## src/rtl/lcdc_pkg.sv

```systemverilog
package lcdc_pkg;

  localparam int unsigned WORD_W = 10;

  // One-hot register selects produced by the address decoder
  typedef struct packed {
    logic tim0;
    logic tim1;
    logic tim2;
    logic tim3;
    logic ubase;
    logic lbase;
    logic mask;
    logic ctrl;
    logic raw;
    logic mstat;
    logic clr;
    logic ucur;
    logic lcur;
    logic ident;
    logic pal;
  } lcdc_sel_t;

  function automatic logic [7:0] lcdc_id_byte(input logic ext, input logic [2:0] idx);
    logic [7:0] b;
    case (idx)
      3'd0: b = ext ? 8'h11 : 8'h10;
      3'd1: b = 8'h11;
      3'd2: b = ext ? 8'h24 : 8'h04;
      3'd3: b = 8'h00;
      3'd4: b = 8'h0D;
      3'd5: b = 8'hF0;
      3'd6: b = 8'h05;
      default: b = 8'hB1;
    endcase
    return b;
  endfunction

endpackage

```

## src/rtl/lcdc_addr_decode.sv

```systemverilog
module lcdc_addr_decode
  import lcdc_pkg::*;
#(
  parameter int ADDR_W = 12,
  parameter int IDX_W  = 7
) (
  input  logic [ADDR_W-1:0] addr,
  input  logic              swap,
  output lcdc_sel_t         sel,
  output logic [IDX_W-1:0]  pal_idx,
  output logic [2:0]        id_idx
);
  logic [WORD_W-1:0] word;

  assign word    = addr[ADDR_W-1:2];
  assign pal_idx = addr[IDX_W+1:2];
  assign id_idx  = addr[4:2];

  always_comb begin
    sel = '0;
    if (addr[ADDR_W-1:5] == '1) begin
      sel.ident = 1'b1;
    end else if (addr[ADDR_W-1:9] == 3'b001) begin
      sel.pal = 1'b1;
    end else begin
      case (word)
        10'd0:  sel.tim0  = 1'b1;
        10'd1:  sel.tim1  = 1'b1;
        10'd2:  sel.tim2  = 1'b1;
        10'd3:  sel.tim3  = 1'b1;
        10'd4:  sel.ubase = 1'b1;
        10'd5:  sel.lbase = 1'b1;
        10'd6:  if (swap) sel.ctrl = 1'b1; else sel.mask = 1'b1;
        10'd7:  if (swap) sel.mask = 1'b1; else sel.ctrl = 1'b1;
        10'd8:  sel.raw   = 1'b1;
        10'd9:  sel.mstat = 1'b1;
        10'd10: sel.clr   = 1'b1;
        10'd11: sel.ucur  = 1'b1;
        10'd12: sel.lcur  = 1'b1;
        default: ;
      endcase
    end
  end
endmodule

```

## src/rtl/lcdc_irq_block.sv

```systemverilog
module lcdc_irq_block #(
  parameter int IRQ_W = 5
) (
  input  logic             clk,
  input  logic             rst_n,
  input  logic [IRQ_W-1:0] evt_set,
  input  logic             clr_we,
  input  logic [IRQ_W-1:0] clr_bits,
  input  logic             mask_we,
  input  logic [IRQ_W-1:0] mask_wdata,
  output logic [IRQ_W-1:0] raw_o,
  output logic [IRQ_W-1:0] mask_o,
  output logic             irq_o
);
  logic [IRQ_W-1:0] raw_q, mask_q, raw_kept;

  assign raw_kept = clr_we ? (raw_q & ~clr_bits) : raw_q;

  always_ff @(posedge clk) begin
    if (!rst_n) begin
      raw_q  <= '0;
      mask_q <= '0;
    end else begin
      raw_q <= raw_kept | evt_set;
      if (mask_we) mask_q <= mask_wdata;
    end
  end

  assign raw_o  = raw_q;
  assign mask_o = mask_q;
  assign irq_o  = |(raw_q & mask_q);

  a_r6_set_sticks: assert property (@(posedge clk) disable iff (!rst_n)
    (evt_set != '0) |=> ((raw_o & $past(evt_set)) == $past(evt_set)));

  a_r6_clear_ones: assert property (@(posedge clk) disable iff (!rst_n)
    (clr_we && evt_set == '0) |=> ((raw_o & $past(clr_bits)) == '0));

  a_r6_raw_holds: assert property (@(posedge clk) disable iff (!rst_n)
    (!clr_we && evt_set == '0) |=> $stable(raw_o));
endmodule

```

## src/rtl/lcdc_geom.sv

```systemverilog
module lcdc_geom #(
  parameter int DATA_W = 32,
  parameter int PIX_W  = 11,
  parameter int LINE_W = 11
) (
  input  logic [DATA_W-1:0] tim0,
  input  logic [DATA_W-1:0] tim1,
  output logic [PIX_W-1:0]  line_pixels,
  output logic [LINE_W-1:0] line_count
);
  localparam int PPL_W = PIX_W - 4;
  logic [PPL_W-1:0] groups;

  // ((t0 & 0xFC) + 4) * 4 == (t0[7:2] + 1) * 16
  assign groups      = PPL_W'(tim0[7:2]) + PPL_W'(1);
  assign line_pixels = {groups, 4'b0000};
  assign line_count  = LINE_W'(tim1[9:0]) + LINE_W'(1);
endmodule

```

## src/rtl/lcdc_regfile.sv

```systemverilog
module lcdc_regfile
  import lcdc_pkg::*;
#(
  parameter int IRQ_W  = 5,
  parameter int DATA_W = 32,
  parameter int ADDR_W = 12
) (
  input  logic              clk,
  input  logic              rst_n,
  input  logic [1:0]        cfg_variant,
  input  logic              req_valid,
  output logic              req_ready,
  input  logic              req_write,
  input  logic [ADDR_W-1:0] req_addr,
  input  logic [DATA_W-1:0] req_wdata,
  output logic              rsp_valid,
  output logic [DATA_W-1:0] rsp_data,
  output logic              pal_valid,
  input  logic              pal_ready,
  output logic              pal_write,
  output logic [6:0]        pal_index,
  output logic [DATA_W-1:0] pal_wdata,
  input  logic [DATA_W-1:0] pal_rdata,
  input  logic [IRQ_W-1:0]  evt_set,
  output logic              irq,
  output logic              disp_on,
  output logic [2:0]        bpp_mode,
  output logic              ctl_bgr,
  output logic              ctl_be_byte,
  output logic              ctl_be_pixel,
  output logic [10:0]       line_pixels,
  output logic [10:0]       line_count,
  output logic              geom_changed
);
  localparam int N_TIM = 4;
  localparam int PIX_W = 11;

  lcdc_sel_t         sel;
  logic [6:0]        pal_idx;
  logic [2:0]        id_idx;
  logic              swap, ext;
  logic              fire, wr, rd;
  logic [N_TIM-1:0]  tim_sel;
  logic [DATA_W-1:0] tim_q [N_TIM];
  logic [DATA_W-1:0] ubase_q, lbase_q, ctrl_q, rdata_c, rsp_q;
  logic [IRQ_W-1:0]  raw_s, mask_s;
  logic              rsp_v_q, geom_q;

  assign swap = (cfg_variant != 2'd0);
  assign ext  = cfg_variant[1];

  lcdc_addr_decode #(.ADDR_W(ADDR_W), .IDX_W(7)) u_dec (
    .addr(req_addr), .swap(swap), .sel(sel), .pal_idx(pal_idx), .id_idx(id_idx)
  );

  assign req_ready = sel.pal ? pal_ready : 1'b1;
  assign fire      = req_valid && req_ready;
  assign wr        = fire && req_write;
  assign rd        = fire && !req_write;

  assign pal_valid = req_valid && sel.pal;
  assign pal_write = req_write;
  assign pal_index = pal_idx;
  assign pal_wdata = req_wdata;

  assign tim_sel = {sel.tim3, sel.tim2, sel.tim1, sel.tim0};

  generate
    for (genvar g = 0; g < N_TIM; g++) begin : g_tim
      always_ff @(posedge clk) begin
        if (!rst_n)                tim_q[g] <= '0;
        else if (wr && tim_sel[g]) tim_q[g] <= req_wdata;
      end
    end
  endgenerate

  always_ff @(posedge clk) begin
    if (!rst_n) begin
      ubase_q <= '0;
      lbase_q <= '0;
      ctrl_q  <= '0;
      geom_q  <= 1'b0;
      rsp_v_q <= 1'b0;
      rsp_q   <= '0;
    end else begin
      if (wr && sel.ubase) ubase_q <= req_wdata;
      if (wr && sel.lbase) lbase_q <= req_wdata;
      if (wr && sel.ctrl)  ctrl_q  <= req_wdata;
      geom_q  <= wr && (sel.tim0 || sel.tim1 || sel.ctrl);
      rsp_v_q <= rd;
      if (rd) rsp_q <= rdata_c;
    end
  end

  lcdc_irq_block #(.IRQ_W(IRQ_W)) u_irq (
    .clk(clk), .rst_n(rst_n), .evt_set(evt_set),
    .clr_we(wr && sel.clr), .clr_bits(req_wdata[IRQ_W-1:0]),
    .mask_we(wr && sel.mask), .mask_wdata(req_wdata[IRQ_W-1:0]),
    .raw_o(raw_s), .mask_o(mask_s), .irq_o(irq)
  );

  lcdc_geom #(.DATA_W(DATA_W), .PIX_W(PIX_W), .LINE_W(11)) u_geom (
    .tim0(tim_q[0]), .tim1(tim_q[1]), .line_pixels(line_pixels), .line_count(line_count)
  );

  always_comb begin
    rdata_c = '0;
    if (sel.tim0)                   rdata_c = tim_q[0];
    else if (sel.tim1)              rdata_c = tim_q[1];
    else if (sel.tim2)              rdata_c = tim_q[2];
    else if (sel.tim3)              rdata_c = tim_q[3];
    else if (sel.ubase || sel.ucur) rdata_c = ubase_q;
    else if (sel.lbase || sel.lcur) rdata_c = lbase_q;
    else if (sel.ctrl)              rdata_c = ctrl_q;
    else if (sel.mask)              rdata_c = DATA_W'(mask_s);
    else if (sel.raw)               rdata_c = DATA_W'(raw_s);
    else if (sel.mstat)             rdata_c = DATA_W'(raw_s & mask_s);
    else if (sel.ident)             rdata_c = DATA_W'(lcdc_id_byte(ext, id_idx));
    else if (sel.pal)               rdata_c = pal_rdata;
  end

  assign rsp_valid    = rsp_v_q;
  assign rsp_data     = rsp_q;
  assign geom_changed = geom_q;
  assign disp_on      = ctrl_q[0] & ctrl_q[11];
  assign bpp_mode     = ctrl_q[3:1];
  assign ctl_bgr      = ctrl_q[8];
  assign ctl_be_byte  = ctrl_q[9];
  assign ctl_be_pixel = ctrl_q[10];

  a_r10_sel_onehot: assert property (@(posedge clk) disable iff (!rst_n)
    $onehot0(sel));

  a_r11_geom_pulse: assert property (@(posedge clk) disable iff (!rst_n)
    (wr && (sel.tim0 || sel.tim1 || sel.ctrl)) |=> geom_changed);

  a_r11_geom_quiet: assert property (@(posedge clk) disable iff (!rst_n)
    !(wr && (sel.tim0 || sel.tim1 || sel.ctrl)) |=> !geom_changed);

  a_r12_rsp_after_read: assert property (@(posedge clk) disable iff (!rst_n)
    rd |=> rsp_valid);

  a_r12_no_spurious_rsp: assert property (@(posedge clk) disable iff (!rst_n)
    !rd |=> !rsp_valid);

  a_r4_geom_stable: assert property (@(posedge clk) disable iff (!rst_n)
    !wr |=> ($stable(line_pixels) && $stable(line_count)));

  a_r9_pal_stall: assert property (@(posedge clk) disable iff (!rst_n)
    (pal_valid && !pal_ready) |-> !req_ready);
endmodule

```

## config.mk

```make
export PLATFORM = sky130hd
export DESIGN_NAME = lcdc_regfile
export DESIGN_NICKNAME = d
export VERILOG_FILES = /design/src/rtl/lcdc_pkg.sv /design/src/rtl/lcdc_addr_decode.sv /design/src/rtl/lcdc_irq_block.sv /design/src/rtl/lcdc_geom.sv /design/src/rtl/lcdc_regfile.sv
export SDC_FILE = /design/constraint.sdc
export NUM_CORES = 1
export LEC_CHECK = 0
export BUFFER_PORTS_ARGS = -buffer_cell sky130_fd_sc_hd__clkbuf_2
export CAP_MARGIN = 20
export CORE_ASPECT_RATIO = 1.2
export CORE_UTILIZATION = 54
export CTS_BUF_LIST = sky130_fd_sc_hd__clkbuf_4
export CTS_CLUSTER_SIZE = 28
export DETAILED_ROUTE_END_ITERATION = 16
export GPL_TIMING_DRIVEN = 1
export PLACE_DENSITY = 0.79
export SYNTH_ARGS = -nofsm -noshare
export SYNTH_HDL_FRONTEND = slang
export SYNTH_SLANG_ARGS = --single-unit
```

## constraint.sdc

```tcl
create_clock -name clk -period 4.3 [get_ports clk]
set_input_delay 0.43 -clock clk [delete_from_list [all_inputs] [get_ports clk]]
set_output_delay 0.43 -clock clk [all_outputs]
set_load 0.01 [all_outputs]
```

==> results.cfg, run 1 <==
[outcome]
status = finished clean

[detailed_routing]
avgViaCountPerCell = 6.055
drc = 0
wl_per_cell_um = 21.31
vias = 11370
dr.pass1.iters = 5
drt-total-wl_um = 40000
drt_iter0_markers = 1396
ant_nets = 0

[sta]
drv_slew = 0
fin_setup_tns_ns = 0
fin_skew_ns = 0.02366
max_slew.worst_pin.slew_ns = 0.9736
final_hold_viol_count = 0
rsz0062_at_grt = false
slew_headroom_pct = 35.09
period_share_pct = 62.49
fmax_ghz = 0.3722
hold_ws_ns = 0.06909
fin_crit_ns = 2.687
setup_viol = 0

[placed_design]
dp_hpwl_um = 24100
gp_congestion = 0.9726
port_buffers = 187

[die]
start_util_pct = 55.23
ioPinCount = 194
fp.dieH_um = 171.0
core.rowCount = 61
core-area_um2 = 23280
die_area_um2 = 24430
fp.dieW_um = 142.9

[setup_path]
reg2reg_from = tim_q[1][0]$_SDFFCE_PN0P_
critPathKind = in -> reg
arrival_ns = 3.28
reg2reg_slack_ns = 2.78
critPathLaunchType = input pin
critPathRequiredTime_ns = 4.89
rr_endpoint = rsp_data[0]$_SDFFE_PN0P_
r2r.worst_path.cells = 6
endpoint_kind = flip-flop
crit_fanout = 27

[cts]
cts-buffers-inserted = 69
ctsResizeCount = 0
htree_levels = 3
cts_sinks = 268
clock_latency_ns = 0.68
path_clk_slew_ns = 0.07
cts_buffer_depth = 3
cts_tree = yes
cts-root-buf = clkbuf_4

[hold_path]
min_path_cells = 3
hp-class = in -> reg
worstHoldStart = req_wdata[8]
hold-path-endpoint = ubase_q[8]$_SDFFE_PN0P_

[global_routing]
grt_usage_pct = 33.16
antenna_found_initial = 1
overflow = 0
grt_first_pass_wirelength_um = 60260
grt_pass1_vias = 11060
grt_max_degree = 72

[synthesis]
synth_most_common_cell = nand2_1
synth.distinct_cells = 78
synth.avg_cell_area_um2 = 9.489
ys_ff_latch = 268
yosys.area.top_type = edfxtp_1
ys_warn_count = 0
netlist_area_um2 = 12860
synth.area.top_cells = edfxtp_1 30%, dfxtp_1 22%, nand2_1 7.4%
yosys-top-cells-count = 252 x nand2_1, 140 x dfxtp_1, 136 x a21oi_1, 133 x and2_1, 128 x edfxtp_1
syn_inst = 1355
synthArstFlopShare_pct = 0
synth_edf_count = 128
synth_seq_area_share_pct = 51.69
yosysTopAreaCellShare_pct = 29.89
synth_flop_cell = dfxtp_1

[flow_run]
cap_violations = 0

[power]
power.leakage_nw = 5.519
cellPowerDensity_nw_per_um2 = 381.0
peakVddDrop_mv = 0.1911

[cells_and_area]
nNetsFinal = 1597
area_delta_synth_final_pct = 14.10
drive_above_1_share_pct = 23.77
stage by stage:
stage | instance area (um2) | worst slack (ns) | util, % | total power, mW | cells
floorplan | 12870 | 0.04744 | - | 3.075 | 1358
global placement | 13660 | 1.083 | 58.68 | 3.251 | 1746
detailed placement | 13660 | 1.072 | 58.68 | 3.264 | 1746
CTS | 14670 | 1.748 | 63.01 | 5.604 | 1876
global route | 14670 | 1.528 | 63.02 | 5.776 | 1877
finish | 14670 | 1.613 | 63.02 | 5.590 | 1877
final cells by class:
type                       instances  area (um2)
tap                              315       394.1
timing repair buffer             224        1276
multi-input combinational        937        5365
inverter                           7       27.53
fill                            1936        8608
clock buffer                     107       803.3
sequential                       268        6646
antenna                            1       2.502
clock inverter                    18       155.1
metal layers:
| metal | global-route usage [%] | vias up | part of all wire, % | wire length, um |
|---|---|---|---|---|
| met1 | 40.01 | 5308 | 37 | 14800 |
| met2 | 54.33 | 772 | 47 | 18760 |
| met4 | 20.29 | 0 | 5.3 | 2116 |
| li1 | - | 5120 | - | - |
| met5 | 0 | - | 0 | 0 |
| met3 | 6.941 | 166 | 11 | 4316 |
worst max-delay path, stage by stage:
cell and delay, ns:
clkbuf_2 0.12, nor4_2 0.44, nand2_1 0.59, buf_4 0.44, nor4_4 0.50, buf_4 0.47, nand2_1 0.11, a21oi_1 0.15
layout by cell type (no fill, tap or decap), drive strengths merged, types with 5 or more instances in the layout:
cell	n
a22o	18
nor4	5
edfxtp	128
clkbuf	294
buf	32
a21boi	15
dfxtp	140
dlygate4sd3	5
nand4	6
or3	5
a21oi	138
and3	6
and2	133
mux2i	14
nand3	15
nand2	253
a221oi	43
xnor2	7
a31oi	19
nor3	14
o21a	8
o21ai	93
inv	9
clkinv	13
xor2	5
nor2	61
o22ai	10
power breakdown:
part / total [mW] / internal, mW / switching (mW)
clock network: 2.37 / 1.32 / 1.05
logic: 0.435 / 0.145 / 0.290
registers: 2.79 / 2.74 / 0.0410
total: 5.59 / 4.21 / 1.38
worst max path at each step:
stage / from / end / slack, ns
finish: req_addr[9] / ctrl_q[26]$_SDFFE_PN0P_ / 1.61
global route: req_addr[9] / ctrl_q[26]$_SDFFE_PN0P_ / 1.53
CTS: tim_q[1][0]$_SDFFCE_PN0P_ / line_count[6] / 1.75
detailed placement: req_addr[9] / ctrl_q[12]$_SDFFE_PN0P_ / 1.07
global placement: req_addr[9] / ctrl_q[23]$_SDFFE_PN0P_ / 1.08
floorplan: req_addr[5] / tim_q[3][0]$_SDFFCE_PN0P_ / 0.05
flip-flops by register name, summed over array words and instances, names as in the netlist:
register / cells
ctrl_q: 32
geom_changed: 1
lbase_q: 32
rsp_data: 32
rsp_valid: 1
tim_q: 128
u_irq.mask_o: 5
u_irq.raw_o: 5
ubase_q: 32
cell families after synthesis:
| family | synth area share (%) |
|---|---|
| AO/OA/AOI/OAI | 18.39 |
| XOR/XNOR | 0.8174 |
| adder cells (fa/ha/maj) | 0.1946 |
| buffers and inverters | 7.172 |
| flip-flops | 51.69 |
| multiplexers | 1.790 |
| other | 0.02917 |
| AND/OR/NAND/NOR | 19.91 |
what timing repair did:
action | 4_1_cts | 5_1_grt
hold buffers | 5 | 0
hold endpoints to repair | 5 | 0
setup buffers | 0 | 0
Power figures use the tool's default switching activity.
==> run 2: changes to the inputs <==
clock period = 2.2 ns   (was 4.3 ns; I/O delays follow)
==> run 2 against run 1 <==
The run now ends with setup timing left. First-iteration DRC count shrank 21%. Wire length is 3.8% higher. Largest power group unchanged. Sequential share of layout area is 3.7 points lower. Clock skew increased by 0.0049 ns. Cell count grew 6.5%. Worst hold slack worse by 0.028 ns.
==> results.cfg, run 2 (synthesis gave the netlist of run 1 again) <==
[detailed_routing]
avgViaCountPerCell = 5.938
wl_met3_um = 4166
drc = 0
dr.pass1.iters = 6
ant_nets = 0
routed.top_layer = met4
drt_iter0_markers = 1103
vias = 11870
dr_wl_met2_um = 19740
met1_length_um = 15240
drt-total-wl_um = 41530
wl_per_cell_um = 20.77

[setup_path]
arrival_ns = 1.98
crit_path_start = tim_q[1][1]$_SDFFCE_PN0P_
critPathKind = reg -> out
reg2reg_slack_ns = 0.50
reg2reg_from = tim_q[1][0]$_SDFFCE_PN0P_
critPathRequiredTime_ns = 1.98
critPathLaunchType = flip-flop
crit_fanout = 3
endpoint_kind = primary output

[sta]
layout_setup_ws_ns = -0.004569
fin_skew_ns = 0.02855
max_slew.worst_pin.slew_ns = 0.9607
fin_crit_ns = 2.205
drv_slew = 0
setup_viol = 1
period_share_pct = 100.2
fmax_ghz = 0.4536
rsz0062_at_grt = true
final_hold_viol_count = 0
slew_headroom_pct = 35.88

[die]
fp.dieH_um = 171.0
ioPinCount = 194
core.rowCount = 61
die_area_um2 = 24430
start_util_pct = 55.23
core-area_um2 = 23280
fp.dieW_um = 142.9

[power]
finalPower_mw = 11.01
intPower_mw = 8.252
switching_share_pct = 25.05
p_sw_mw = 2.759
p_clk_share_pct = 41.4
combPwrFrac_pct = 9.2
peakVddDrop_mv = 0.3344
power.leakage_nw = 6.124
cellPowerDensity_nw_per_um2 = 689.1
seqPwrFrac_pct = 49.4

[cells_and_area]
layout_commonest_cell = nand2_1
area.sequential_um2 = 6646
final_cell_mix = 252 x nand2_1, 186 x clkbuf_2, 140 x dfxtp_1
multi_input_comb_area_um2 = 5414
fill_cells = 1779
drive_above_1_share_pct = 25.91
area_delta_synth_final_pct = 24.28
nNetsFinal = 1718
top_register = tim_q
largest_reg_flops = 128
fin_cells = 1999

[global_routing]
overflow = 0
grt_usage_pct = 33.95
grt_first_pass_wirelength_um = 61780
grt_max_degree = 116
grt_pass1_vias = 11380
antenna_found_initial = 2

[placed_design]
dp_hpwl_um = 26610
port_buffers = 187
numPlacedInstances = 1810
gp_congestion = 0.9938

[outcome]
status = finished with violations
violations = setup timing

[cts]
cts_buffer_depth = 3
cts_sinks = 268
htree_levels = 3
cts_tree = yes
cts-root-buf = clkbuf_4
path_clk_slew_ns = 0.06
cts-buffers-inserted = 68
clock_latency_ns = 0.69

[hold_path]
hp-class = in -> reg
worstHoldStart = pal_rdata[27]

[flow_run]
cap_violations = 0
run 2: repair_timing:
| action | 4_1_cts | 5_1_grt |
|---|---|---|
| buffers inserted | 2 | 4 |
| pin swaps | 0 | 2 |
| setup endpoints to repair | 3 | 5 |
| endpoints found under the hold margin | 222 | 0 |
| gates cloned | 0 | 0 |
| hold buffers | 57 | 0 |
| resized for setup | 2 | 6 |
run 2: path summary, 6_finish.rpt:
path                                                  end  depth (start not counted)
worst min-delay path            rsp_data[27]$_SDFFE_PN0P_                          5
worst max register to register   rsp_data[0]$_SDFFE_PN0P_                          7
worst max-delay path                        line_count[9]                          6
worst min register to register    ctrl_q[31]$_SDFFE_PN0P_                          2
run 2: through the flow:
stage          util (%)   TNS (ns)  hold WS, ns  instance area, um2  worst slack (ns)
2_1_floorplan         -     -1.846       0.3374               12940          -0.05425
3_3_place_gp      61.85          0       0.4295               14400           0.02654
3_5_place_dp      61.85   -0.03822       0.4379               14400          -0.02898
4_1_cts           68.42          0     0.006784               15930          0.009470
5_1_grt           68.64   -0.02710      0.01883               15980          -0.02175
6_report          68.64  -0.004569      0.04082               15980         -0.004569
run 2: cell type report:
type	count	share of cell area (%)
tap	315	2.467
multi-input combinational	937	33.88
sequential	268	41.59
antenna	1	0.01566
clock inverter	23	1.057
inverter	7	0.1723
timing repair buffer	346	16.02
clock buffer	102	4.792
run 2: power groups by stage:
stage | Clock, mW | Sequential [mW] | Combinational (mW)
global route | 4.84 | 5.45 | 1.07
finish | 4.56 | 5.44 | 1.01
detailed placement | 0 | 5.55 | 0.900
global placement | 0 | 5.54 | 0.888
CTS | 4.59 | 5.44 | 0.988
floorplan | 0 | 5.54 | 0.478
run 2: metal layers:
layer,vias to the layer above,global-route usage [%]
met5,-,0
met4,0,21.65
met3,157,6.885
met2,764,56.71
met1,5596,39.86
li1,5353,-
run 2: worst max-delay path: stages (launching register included):
cell	delay [ns]
edfxtp_1	0.44
buf_4	0.16
and4_4	0.24
nand2_1	0.05
nor2_1	0.11
xor2_1	0.15
buf_2	0.14
==> run 3: changes to the inputs <==
CORE_MARGIN = 2   (was unset)
==> run 3 against run 2 <==
The run now ends clean. Cell count down 0.50%. Worst hold slack got worse by 0.014 ns. Total power decreased by 0.64%. Wire length barely moved. Clock-buffer cell count increased by 8. Critical endpoint unchanged. Highest routed layer unchanged.
==> results.cfg, run 3 (synthesis gave the netlist of run 1 again) <==
[outcome]
status = finished clean

[setup_path]
cp_num_buf_inv = 1
reg2reg_slack_ns = 0.42
arrival_ns = 1.90
critPathKind = reg -> out
critPathLaunchType = flip-flop
path_cells = and4_1, nand2_1, nor2_1, xor2_1, clkbuf_2
cpPeakStageDelay_ns = 0.44
path_delay_family = simple AND/OR/NAND/NOR gates
critPathRequiredTime_ns = 1.98
slowest_stage = edfxtp_1
crit_fanout = 4
endpoint_kind = primary output

[die]
fp.dieW_um = 144.9
die_area_um2 = 25070
fp.dieH_um = 173.0
core-area_um2 = 23280
start_util_pct = 55.23
core.rowCount = 61
ioPinCount = 194

[cells_and_area]
layout_commonest_cell = nand2_1
top_register = tim_q
drive_above_1_share_pct = 26.06
fill_cells = 1755
area.sequential_um2 = 6646
nNetsFinal = 1712
multi_input_comb_area_um2 = 5396
area_delta_synth_final_pct = 23.71
final_area_um2 = 15910
final_cell_mix = 252 x nand2_1, 187 x clkbuf_2, 140 x dfxtp_1
utilization_pct = 68.33
largest_reg_flops = 128

[power]
peakVddDrop_mv = 0.3814
intPower_mw = 8.256
seqPwrFrac_pct = 49.7
p_sw_mw = 2.684
p_clk_share_pct = 41.0
cellPowerDensity_nw_per_um2 = 687.8
power.leakage_nw = 6.108
combPwrFrac_pct = 9.2
switching_share_pct = 24.53

[global_routing]
antenna_found_initial = 1
grt_first_pass_wirelength_um = 62710
grt_max_degree = 116
grt_pass1_vias = 11520
overflow = 0
grt_usage_pct = 32.79

[placed_design]
placed_cell_area_um2 = 14340
dp_hpwl_um = 25890
post-place-ws_ns = -0.05632
port_buffers = 187
gp_congestion = 0.9034

[detailed_routing]
wl_met3_um = 4442
wl_per_cell_um = 20.88
drt_iter0_markers = 1429
dr_wl_met2_um = 19890
drt-total-wl_um = 41530
drc = 0
dr.pass1.iters = 6
avgViaCountPerCell = 5.991
vias = 11920
ant_nets = 0
routed.top_layer = met4
met1_length_um = 15280

[hold_path]
hp-class = in -> reg

[sta]
drv_slew = 0
fmax_ghz = 0.4725
slew_headroom_pct = 48.56
hold_ws_ns = 0.02729
layout_setup_ws_ns = 0.08349
final_hold_viol_count = 0
period_share_pct = 96.20
setup_viol = 0
fin_skew_ns = 0.05302
fin_crit_ns = 2.117
max_slew.worst_pin.slew_ns = 0.7708
fin_setup_tns_ns = 0

[cts]
cts_buffer_depth = 3
cts_tree = yes
clock_latency_ns = 0.68
cts_sinks = 268
path_clk_slew_ns = 0.08
cts-buffers-inserted = 67
htree_levels = 3
cts-root-buf = clkbuf_4

[flow_run]
cap_violations = 0
-- run 3: stage by stage --
step | cells | total power, mW
after CTS | 1982 | 10.94
after detailed placement | 1803 | 6.443
after global routing | 1989 | 11.34
after floorplan | 1358 | 6.013
final | 1989 | 10.94
after global placement | 1802 | 6.421
-- run 3: routing by layer --
metal | up-vias | GRT usage [%]
met5 | - | 0
met4 | 0 | 16.87
met3 | 157 | 7.256
met2 | 833 | 52.91
met1 | 5585 | 41.03
li1 | 5342 | -
-- run 3: cell type report --
class	count	area share [%]
diodes	1	0.01573
inverters	7	0.1731
repair buffers	341	15.83
clock buffers	110	5.192
multi-input cells	937	33.93
clock inverters	10	0.5979
well taps	315	2.478
flip-flops and latches	268	41.79
-- run 3: power groups by stage --
stage	sequential, mW	combinational, mW	clock [mW]
floorplan	5.54	0.478	0
global placement	5.54	0.882	0
detailed placement	5.55	0.897	0
CTS	5.44	0.985	4.52
global route	5.45	1.08	4.81
finish	5.44	1.01	4.49
-- run 3: final timing paths --
path / cells past startpoint / startpoint / end
setup / recovery: 5 / tim_q[1][2]$_SDFFCE_PN0P_ / line_count[9]
hold / removal: 5 / pal_rdata[20] / rsp_data[20]$_SDFFE_PN0P_
setup reg to reg: 7 / tim_q[1][0]$_SDFFCE_PN0P_ / rsp_data[0]$_SDFFE_PN0P_
hold reg to reg: 2 / ctrl_q[15]$_SDFFE_PN0P_ / ctrl_q[15]$_SDFFE_PN0P_
-- run 3: timing repair --
action,CTS,global route
pin swaps,0,1
buffers inserted,2,6
setup endpoints to repair,3,5
endpoints found under the hold margin,213,0
cloned,0,0
gates resized for setup,2,1
hold buffers,57,0
-- run 3: worst register-to-register path, cell delays in order, from the launching register on --
cell and delay (ns):
edfxtp_1 0.45, buf_4 0.17, inv_1 0.17, o21ai_0 0.14, a222oi_1 0.37, o21ai_0 0.14
a21oi_1 0.13, a21oi_1 0.08
